[src/rtl/lsuPkg.sv]
package lsuPkg;
  localparam int LANE_W = 8;
  localparam int WORD_W = 32;
  localparam int LANES  = WORD_W / LANE_W;
  localparam int LOW_W  = $clog2(LANES);

  typedef enum logic [1:0] {
    SZ_BYTE = 2'b00,
    SZ_HALF = 2'b01,
    SZ_WORD = 2'b10,
    SZ_RSVD = 2'b11
  } accSize_e;

  typedef struct packed {
    logic [LANES-1:0] byteEn;
    logic             readEn;
    logic             misalign;
  } laneStrobe_t;
endpackage

[src/rtl/lsuCtrl.sv]
module lsuCtrl
  import lsuPkg::*;
(
  input  logic             reqValid,
  input  logic             reqStore,
  input  accSize_e         reqSize,
  input  logic [LOW_W-1:0] lowAddr,
  output laneStrobe_t      strb
);
  logic             alignOk;
  logic [LANES-1:0] laneMask;

  always_comb begin
    alignOk  = 1'b0;
    laneMask = '0;
    unique case (reqSize)
      SZ_BYTE: begin
        alignOk  = 1'b1;
        laneMask = {1'b1, {(LANES-1){1'b0}}} >> lowAddr;
      end
      SZ_HALF: begin
        alignOk  = ~lowAddr[0];
        laneMask = lowAddr[1] ? {{(LANES/2){1'b0}}, {(LANES/2){1'b1}}}
                              : {{(LANES/2){1'b1}}, {(LANES/2){1'b0}}};
      end
      SZ_WORD: begin
        alignOk  = (lowAddr == '0);
        laneMask = '1;
      end
      default: begin
        alignOk  = 1'b0;
        laneMask = '0;
      end
    endcase
  end

  always_comb begin
    strb.misalign = reqValid & ~alignOk;
    strb.readEn   = reqValid & ~reqStore & alignOk;
    strb.byteEn   = (reqValid & reqStore & alignOk) ? laneMask : '0;
  end
endmodule

[src/rtl/lsuDatapath.sv]
module lsuDatapath
  import lsuPkg::*;
#(
  parameter int ADDR_W = 32,
  parameter int OFF_W  = 16
) (
  input  logic              clk,
  input  logic              rstN,
  input  accSize_e          reqSize,
  input  logic              reqUnsigned,
  input  logic [ADDR_W-1:0] reqBase,
  input  logic [OFF_W-1:0]  reqOffset,
  input  logic [WORD_W-1:0] reqStoreData,
  input  logic [WORD_W-1:0] memRdata,
  input  laneStrobe_t       strb,
  output logic [LOW_W-1:0]  lowAddr,
  output logic [ADDR_W-1:0] memAddr,
  output logic [LANES-1:0]  memWe,
  output logic [WORD_W-1:0] memWdata,
  output logic              memRe,
  output logic              misalign,
  output logic              loadValid,
  output logic [WORD_W-1:0] loadData
);
  localparam int HALF_W = WORD_W / 2;

  logic [ADDR_W-1:0] effAddr;
  logic [WORD_W-1:0] placedData;
  logic [LOW_W-1:0]  s1Low,  s2Low;
  accSize_e          s1Size, s2Size;
  logic              s1Uns,  s2Uns;
  logic [LANE_W-1:0] rdLane [LANES];
  logic [LANE_W-1:0] pickByte;
  logic [HALF_W-1:0] pickHalf;
  logic [WORD_W-1:0] extData;

  assign effAddr = reqBase + {{(ADDR_W-OFF_W){reqOffset[OFF_W-1]}}, reqOffset};
  assign lowAddr = effAddr[LOW_W-1:0];

  for (genvar g = 0; g < LANES; g++) begin : gLane
    // lane g holds the byte at offset g (most significant first)
    localparam int HI = WORD_W - 1 - g * LANE_W;
    assign rdLane[g] = memRdata[HI -: LANE_W];
    always_comb begin
      unique case (reqSize)
        SZ_BYTE: placedData[HI -: LANE_W] = reqStoreData[LANE_W-1:0];
        SZ_HALF: placedData[HI -: LANE_W] = (g % 2 == 0) ? reqStoreData[HALF_W-1 -: LANE_W]
                                                          : reqStoreData[LANE_W-1:0];
        default: placedData[HI -: LANE_W] = reqStoreData[HI -: LANE_W];
      endcase
    end
  end

  always_ff @(posedge clk) begin
    if (!rstN) begin
      memAddr   <= '0;
      memWe     <= '0;
      memWdata  <= '0;
      memRe     <= 1'b0;
      misalign  <= 1'b0;
      s1Low     <= '0;
      s1Size    <= SZ_BYTE;
      s1Uns     <= 1'b0;
      loadValid <= 1'b0;
      s2Low     <= '0;
      s2Size    <= SZ_BYTE;
      s2Uns     <= 1'b0;
    end else begin
      memAddr   <= {effAddr[ADDR_W-1:LOW_W], {LOW_W{1'b0}}};
      memWe     <= strb.byteEn;
      memWdata  <= placedData;
      memRe     <= strb.readEn;
      misalign  <= strb.misalign;
      s1Low     <= lowAddr;
      s1Size    <= reqSize;
      s1Uns     <= reqUnsigned;
      loadValid <= memRe;
      s2Low     <= s1Low;
      s2Size    <= s1Size;
      s2Uns     <= s1Uns;
    end
  end

  always_comb begin
    pickByte = rdLane[s2Low];
    pickHalf = s2Low[1] ? memRdata[HALF_W-1:0] : memRdata[WORD_W-1:HALF_W];
    unique case (s2Size)
      SZ_BYTE: extData = {{(WORD_W-LANE_W){~s2Uns & pickByte[LANE_W-1]}}, pickByte};
      SZ_HALF: extData = {{(WORD_W-HALF_W){~s2Uns & pickHalf[HALF_W-1]}}, pickHalf};
      default: extData = memRdata;
    endcase
  end

  assign loadData = loadValid ? extData : '0;

  // a flagged access never reaches memory
  a_r5_misalign_quiet: assert property (@(posedge clk) disable iff (!rstN)
    misalign |-> (memWe == '0) && !memRe);

  // a read strobe is answered by a result exactly one cycle later
  a_r6_read_to_result: assert property (@(posedge clk) disable iff (!rstN)
    memRe |=> loadValid);

  a_r6_no_spurious_result: assert property (@(posedge clk) disable iff (!rstN)
    !memRe |=> !loadValid);

  // the result bus is idle-zero
  a_r10_idle_zero: assert property (@(posedge clk) disable iff (!rstN)
    !loadValid |-> (loadData == '0));
endmodule

[src/rtl/beLaneUnit.sv]
module beLaneUnit
  import lsuPkg::*;
#(
  parameter int ADDR_W = 32,
  parameter int OFF_W  = 16
) (
  input  logic              clk,
  input  logic              rstN,
  input  logic              reqValid,
  input  logic              reqStore,
  input  logic [1:0]        reqSize,
  input  logic              reqUnsigned,
  input  logic [ADDR_W-1:0] reqBase,
  input  logic [OFF_W-1:0]  reqOffset,
  input  logic [WORD_W-1:0] reqStoreData,
  input  logic [WORD_W-1:0] memRdata,
  output logic [ADDR_W-1:0] memAddr,
  output logic [LANES-1:0]  memWe,
  output logic [WORD_W-1:0] memWdata,
  output logic              memRe,
  output logic              misalign,
  output logic              loadValid,
  output logic [WORD_W-1:0] loadData
);
  laneStrobe_t      strb;
  logic [LOW_W-1:0] lowAddr;
  accSize_e         sizeCode;

  assign sizeCode = accSize_e'(reqSize);

  lsuCtrl ctrl_i (
    .reqValid (reqValid),
    .reqStore (reqStore),
    .reqSize  (sizeCode),
    .lowAddr  (lowAddr),
    .strb     (strb)
  );

  lsuDatapath #(.ADDR_W(ADDR_W), .OFF_W(OFF_W)) dp_i (
    .clk          (clk),
    .rstN         (rstN),
    .reqSize      (sizeCode),
    .reqUnsigned  (reqUnsigned),
    .reqBase      (reqBase),
    .reqOffset    (reqOffset),
    .reqStoreData (reqStoreData),
    .memRdata     (memRdata),
    .strb         (strb),
    .lowAddr      (lowAddr),
    .memAddr      (memAddr),
    .memWe        (memWe),
    .memWdata     (memWdata),
    .memRe        (memRe),
    .misalign     (misalign),
    .loadValid    (loadValid),
    .loadData     (loadData)
  );

  // enables form one byte, one aligned half or the full word
  a_r2_lane_shape: assert property (@(posedge clk) disable iff (!rstN)
    ($countones(memWe) == 0) || ($countones(memWe) == 1) ||
    ($countones(memWe) == 2) || ($countones(memWe) == 4));

  a_r6_read_write_exclusive: assert property (@(posedge clk) disable iff (!rstN)
    !(memRe && (memWe != '0)));
endmodule

[config.mk]
export PLATFORM = sky130hd
export DESIGN_NAME = beLaneUnit
export DESIGN_NICKNAME = d
export VERILOG_FILES = /design/src/rtl/lsuPkg.sv /design/src/rtl/lsuCtrl.sv /design/src/rtl/lsuDatapath.sv /design/src/rtl/beLaneUnit.sv
export SDC_FILE = /design/constraint.sdc
export NUM_CORES = 1
export LEC_CHECK = 0
export BUFFER_PORTS_ARGS = -buffer_cell sky130_fd_sc_hd__buf_4
export CAP_MARGIN = 20
export CORE_UTILIZATION = 45
export CTS_CLUSTER_SIZE = 25
export DETAILED_ROUTE_END_ITERATION = 8
export PLACE_DENSITY = 0.77
export SYNTH_ARGS = -nofsm -noshare
export SYNTH_HDL_FRONTEND = slang
export SYNTH_SLANG_ARGS = --single-unit
[constraint.sdc]
create_clock -name clk -period 3.13 [get_ports clk]
set_input_delay 0.313 -clock clk [delete_from_list [all_inputs] [get_ports clk]]
set_output_delay 0.313 -clock clk [all_outputs]
set_load 0.01 [all_outputs]
==> results of run 1 <==
-- registers in the layout, indices dropped and copies added, names as in the netlist --
signal and cells:
dp_i.s1Low 2, dp_i.s2Size 2, dp_i.misalign 1, dp_i.memWe 4
dp_i.memWdata 32, dp_i.memAddr 30, dp_i.s2Low 2, dp_i.s2Uns 1
dp_i.loadValid 1, dp_i.memRe 1, dp_i.s1Size 2, dp_i.s1Uns 1
-- kinds of logic (layout without fill, tap and decap cells) --
| family | Yosys count | after routing | share of synthesized area (%) |
|---|---|---|---|
| DFF | 79 | 79 | 32.35 |
| xor gates and xnor gates | 25 | 25 | 4.479 |
| muxes | 20 | 20 | 4.121 |
| other | 1 | 2 | 0.07671 |
| AOI/OAI and AO/OA | 194 | 194 | 24.42 |
| buffers and inverters | 65 | 268 | 5.298 |
| adders and majority gates | 32 | 32 | 8.344 |
| and+or+nand+nor | 199 | 199 | 20.91 |
-- worst min path at each step --
stage                        start              to  cells after the start
finish                    reqStore      dp_i.memRe                      2
global route              reqStore      dp_i.memRe                      2
CTS                       reqStore      dp_i.memRe                      2
detailed placement   dp_i.s1Low[0]   dp_i.s2Low[0]                      1
global placement    dp_i.s1Size[1]  dp_i.s2Size[1]                      1
floorplan                 reqStore      dp_i.memRe                      1
-- cells in the final DEF, fill, tap and decap left out, types with 5 or more instances in the layout --
cell and instances:
nand4_1 8, ha_1 31, or3_1 7, o21bai_1 5, o21a_1 5, o211ai_1 8, nor2_1 24, mux2i_1 19
dfxtp_1 79, a21oi_1 70, xnor2_1 16, nand3_1 8, nor2b_1 15, o211a_1 10, xor2_1 9, o21ai_0 55
a21boi_0 11, clkbuf_8 9, nand2_1 62, nor3_1 11, buf_4 223, and2_1 45, inv_1 28, a21o_1 6
-- layer usage --
layer	share of wire, %	global-route usage [%]
met5	0	0
met4	4.1	12.70
met3	6.6	3.985
met2	50	46.66
met1	39	29.61
-- what timing repair did --
action / 4_1_cts / 5_1_grt
hold buffers: 0 / 0
resized for setup: 0 / 1
setup buffers: 0 / 0
endpoints found under the setup margin: 0 / 16
-- power by group through the flow --
stage	logic, mW	registers (mW)	clock network (mW)
finish	0.892	1.13	0.801
global placement	0.866	1.15	0
floorplan	0.466	1.19	0
global route	0.973	1.13	0.873
CTS	0.884	1.13	0.827
detailed placement	0.879	1.15	0
-- cell type report --
cell class / count / area, µm²
fill: 914 / 3617
multi-input combinational: 472 / 3057
timing repair buffer: 223 / 1674
sequential: 79 / 1582
tap: 136 / 170.2
clock buffer: 9 / 123.9
inverter: 29 / 108.9
clock inverter: 7 / 83.83
-- critical path, stage by stage, from the launching register on --
cell,delay (ns)
dfxtp_1,0.50
mux2_2,0.39
nand2_1,0.06
o21ai_0,0.10
a21oi_2,0.35
o21ai_0,0.22
nand3_2,0.33
a21oi_1,0.09
buf_4,0.16
==> results.yml, run 1 <==
grt:
  antenna_found_initial: 0
  grt_pass1_wl_mm: 23.49
  grt_max_degree: 77
  overflow: 0
  track_usage_pct: 25.90
  grt_pass1_vias: 4914
placement:
  placed_area_um2: 6586
  numPortBuffers: 219
  dp.cells: 939
  place_ws_ns: 0.4652
  dp_hpwl_mm: 11.58
  gp_congestion: 0.9582
clock_network:
  path_clk_slew_ns: 0.09
  cts_root_buf: "clkbuf_8"
  clock_latency_ns: 0.34
  tritoncts: "built"
  htree_levels: 3
  numClockSinks: 79
  numCtsBuffers: 9
  clockBufferDepth: 2
sta:
  hold_viol_final: 0
  period_needed_ns: 2.839
  slew_headroom_pct: 57.50
  setup-tns-final_ns: 0
  max_clock_freq_ghz: 0.3523
  whs_ns: 0.1563
  setup_violations: 0
  fin_ws_ns: 0.2913
  timing.final.max_slew_violations: 0
  rsz0062_at_grt: "false"
  post-route-period-util_pct: 90.69
  worst_pin_slew_ns: 0.6376
  finalClockSkew_ns: 0.005622
power_and_ir_drop:
  power.internal_mw: 1.915
  power_frac_clock_pct: 28.4
  p_comb_share_pct: 31.6
  p_switching_uw: 904.4
  fin_total_pwr_mw: 2.819
  p_per_area_nw_per_um2: 414.7
  switching_share_pct: 32.08
  ir_worst_vdd_mv: 0.2268
  p_seq_share_pct: 40.0
  leakagePower_nw: 3.276
final_layout:
  num_antenna_cells: 0
  nets: 965
  post_layout_nonfiller_instances: 955
  fin_area_um2: 6799
  utilization_pct: 65.27
  drive_above_1_share_pct: 30.65
  syn2layout_area_growth_pct: 39.08
setup_path:
  worstPathMaxFanout: 16
  crit_start: "dp_i.s2Low[1]"
  rr_worst_depth: 1
  crit_end: "loadData[18]"
  endpoint_kind: "output port"
  start_kind: "flip-flop"
  path_class: "reg2out"
  cp.arrival_ns: 2.53
  rr_endpoint: "dp_i.loadValid"
  worstPathRequired_ns: 2.82
  regToRegSetupSlack_ns: 2.59
  r2r_start: "dp_i.memRe"
floorplanning:
  pin_count: 222
  die_x_um: 106.2
  chipHeight_um: 106.2
  dieArea_um2: 11280
  row_count: 37
  start_util_pct: 46.93
  core-area_um2: 10420
synth:
  synth.top_cell.area_share_pct: 32.35
  synth_edf_count: 0
  ys_ff_latch: 79
  synthArstFlopShare_pct: 0
  synthFlopType: "dfxtp_1"
  synthesis.area_um2: 4888
  synth.avg_cell_area_um2: 7.949
  synth_commonest_cells: "79 x dfxtp_1, 70 x a21oi_1, 62 x nand2_1, 55 x o21ai_0, 45 x and2_1"
  synthCells: 615
  synth_top_cell_by_area: "dfxtp_1"
  yosysSeqAreaShare_pct: 32.35
  synthDistinctLibCells: 55
  ys_warn_count: 0
  synth_area_leaders: "dfxtp_1 32%, ha_1 7.9%, a21oi_1 7.2%, and2_1 5.8%, o21ai_0 5.6%"
  synth.most_common_cell: "dfxtp_1"
routing:
  detail_route.wl_per_cell_um: 15.58
  remaining_drc_errors: 0
  ant_nets: 0
  drt_iter0_markers: 417
  firstDrtPassIters: 7
  vias_per_cell: 5.421
  num_vias: 5177
  wl_mm: 14.88
run_status:
  status: "complete, no violations"
hold_path:
  min_path_type: "in2reg"
job:
  max_cap_violations: 0
Note: power is estimated with default switching activity, not from simulation.
==> run 2: changes to the inputs <==
--- a/config.mk
+++ b/config.mk
@@ -10,7 +10,7 @@
 export CORE_UTILIZATION = 45
 export CTS_CLUSTER_SIZE = 25
 export DETAILED_ROUTE_END_ITERATION = 8
-export PLACE_DENSITY = 0.77
+export PLACE_DENSITY = 0.73
 export SYNTH_ARGS = -nofsm -noshare
 export SYNTH_HDL_FRONTEND = slang
 export SYNTH_SLANG_ARGS = --single-unit
==> results.yml, run 2 (same netlist as run 1, synthesis figures left out) <==
setup_path:
  rr_endpoint: "dp_i.loadValid"
  worstPathMaxFanout: 10
  path_class: "reg2out"
  r2r_start: "dp_i.memRe"
  worstPathRequired_ns: 2.82
  crit_start: "dp_i.s2Size[0]"
  start_kind: "flip-flop"
  cp.arrival_ns: 2.43
  regToRegSetupSlack_ns: 2.57
  rr_worst_depth: 1
  endpoint_kind: "output port"
floorplanning:
  start_util_pct: 46.93
  die_x_um: 106.2
  core-area_um2: 10420
  pin_count: 222
  chipHeight_um: 106.2
  row_count: 37
  dieArea_um2: 11280
final_layout:
  utilization_pct: 65.25
  largest_reg_flops: 32
  nets: 965
  fin_area_um2: 6797
  mostFrequentLayoutCell: "buf_4"
  num_antenna_cells: 0
  syn2layout_area_growth_pct: 39.03
  post_layout_nonfiller_instances: 955
  final_cell_mix: "223 x buf_4, 79 x dfxtp_1, 70 x a21oi_1"
  drive_above_1_share_pct: 30.53
  reg.largest.list: "dp_i.memWdata (32), dp_i.memAddr (30), dp_i.memWe (4)"
  largest-register: "dp_i.memWdata"
  num-fill-cells: 945
sta:
  post-route-period-util_pct: 87.73
  period_needed_ns: 2.746
  rsz0062_at_grt: "false"
  setup_violations: 0
  slew_headroom_pct: 57.89
  timing.final.max_slew_violations: 0
  max_clock_freq_ghz: 0.3642
  finalClockSkew_ns: 0.006585
  whs_ns: 0.1202
  hold_viol_final: 0
  worst_pin_slew_ns: 0.6299
  fin_ws_ns: 0.3841
  setup-tns-final_ns: 0
routing:
  vias_per_cell: 5.362
  wl_mm: 14.76
  ant_nets: 0
  firstDrtPassIters: 6
  num_vias: 5121
  remaining_drc_errors: 0
  detail_route.wl_per_cell_um: 15.46
  drt_iter0_markers: 314
grt:
  antenna_found_initial: 0
  grt_pass1_vias: 4744
  overflow: 0
  grt_max_degree: 77
  grt_pass1_wl_mm: 23.00
  track_usage_pct: 25.77
hold_path:
  min_path_type: "in2reg"
  hold_depth: 2
  worstHoldEndpoint: "dp_i.memRe"
  worstHoldStart: "reqStore"
clock_network:
  postCtsSetupBuffers: 0
  ctsHoldBuffers: 0
  htree_levels: 3
  clockBufferDepth: 2
  cts_resized: 0
  tritoncts: "built"
  numCtsBuffers: 9
  path_clk_slew_ns: 0.08
  numClockSinks: 79
  cts_root_buf: "clkbuf_8"
  clock_latency_ns: 0.36
power_and_ir_drop:
  p_comb_share_pct: 31.3
  power.internal_mw: 1.919
  p_seq_share_pct: 39.9
  fin_total_pwr_mw: 2.824
  p_per_area_nw_per_um2: 415.6
  switching_share_pct: 32.04
  p_switching_uw: 905.1
  ir_worst_vdd_mv: 0.1986
  leakagePower_nw: 3.278
  power_frac_clock_pct: 28.8
job:
  max_cap_violations: 0
run_status:
  status: "complete, no violations"
placement:
  place_ws_ns: 0.4824
  gp_congestion: 0.8937
  placed_area_um2: 6586
  dp.cells: 939
  dp_hpwl_mm: 11.53
  numPortBuffers: 219
-- run 2: worst max-delay path by stage --
stage | to | depth (start not counted)
after floorplan | dp_i.memAddr[31] | 9
after global placement | dp_i.memAddr[31] | 9
after detailed placement | dp_i.memAddr[31] | 9
after CTS | loadData[1] | 6
after global routing | loadData[0] | 6
final | loadData[1] | 6
-- run 2: layout make-up --
cell class / instances / area (µm²) / area share (%)
flip-flops and latches: 79 / 1582 / 23.27
well taps: 136 / 170.2 / 2.504
clock buffers: 9 / 123.9 / 1.823
multi-input cells: 472 / 3052 / 44.90
repair buffers: 223 / 1674 / 24.63
clock inverters: 7 / 86.33 / 1.270
inverters: 29 / 108.9 / 1.602
-- run 2: power by group through the flow --
stage	sequential, mW	clock (mW)	combinational, mW
floorplan	1.19	0	0.466
global placement	1.15	0	0.867
detailed placement	1.15	0	0.875
CTS	1.13	0.832	0.881
global route	1.14	0.880	0.970
finish	1.13	0.812	0.885
-- run 2: worst max-delay path, cell delays in order (launching register included) --
cell and delay (ns):
dfxtp_1 0.43, nor2_1 0.46, inv_1 0.23, a21oi_1 0.43
o21ai_0 0.15, a21oi_1 0.22, buf_4 0.16
-- run 2: per-layer routing --
layer,vias to the layer above,routed length [µm],share of wire [%],global-route usage [%]
li1,2549,-,-,-
met1,2352,6081,41,30.56
met2,204,7578,51,46.52
met3,16,917,6.2,4.292
met4,0,186,1.3,9.028
met5,-,0,0,0
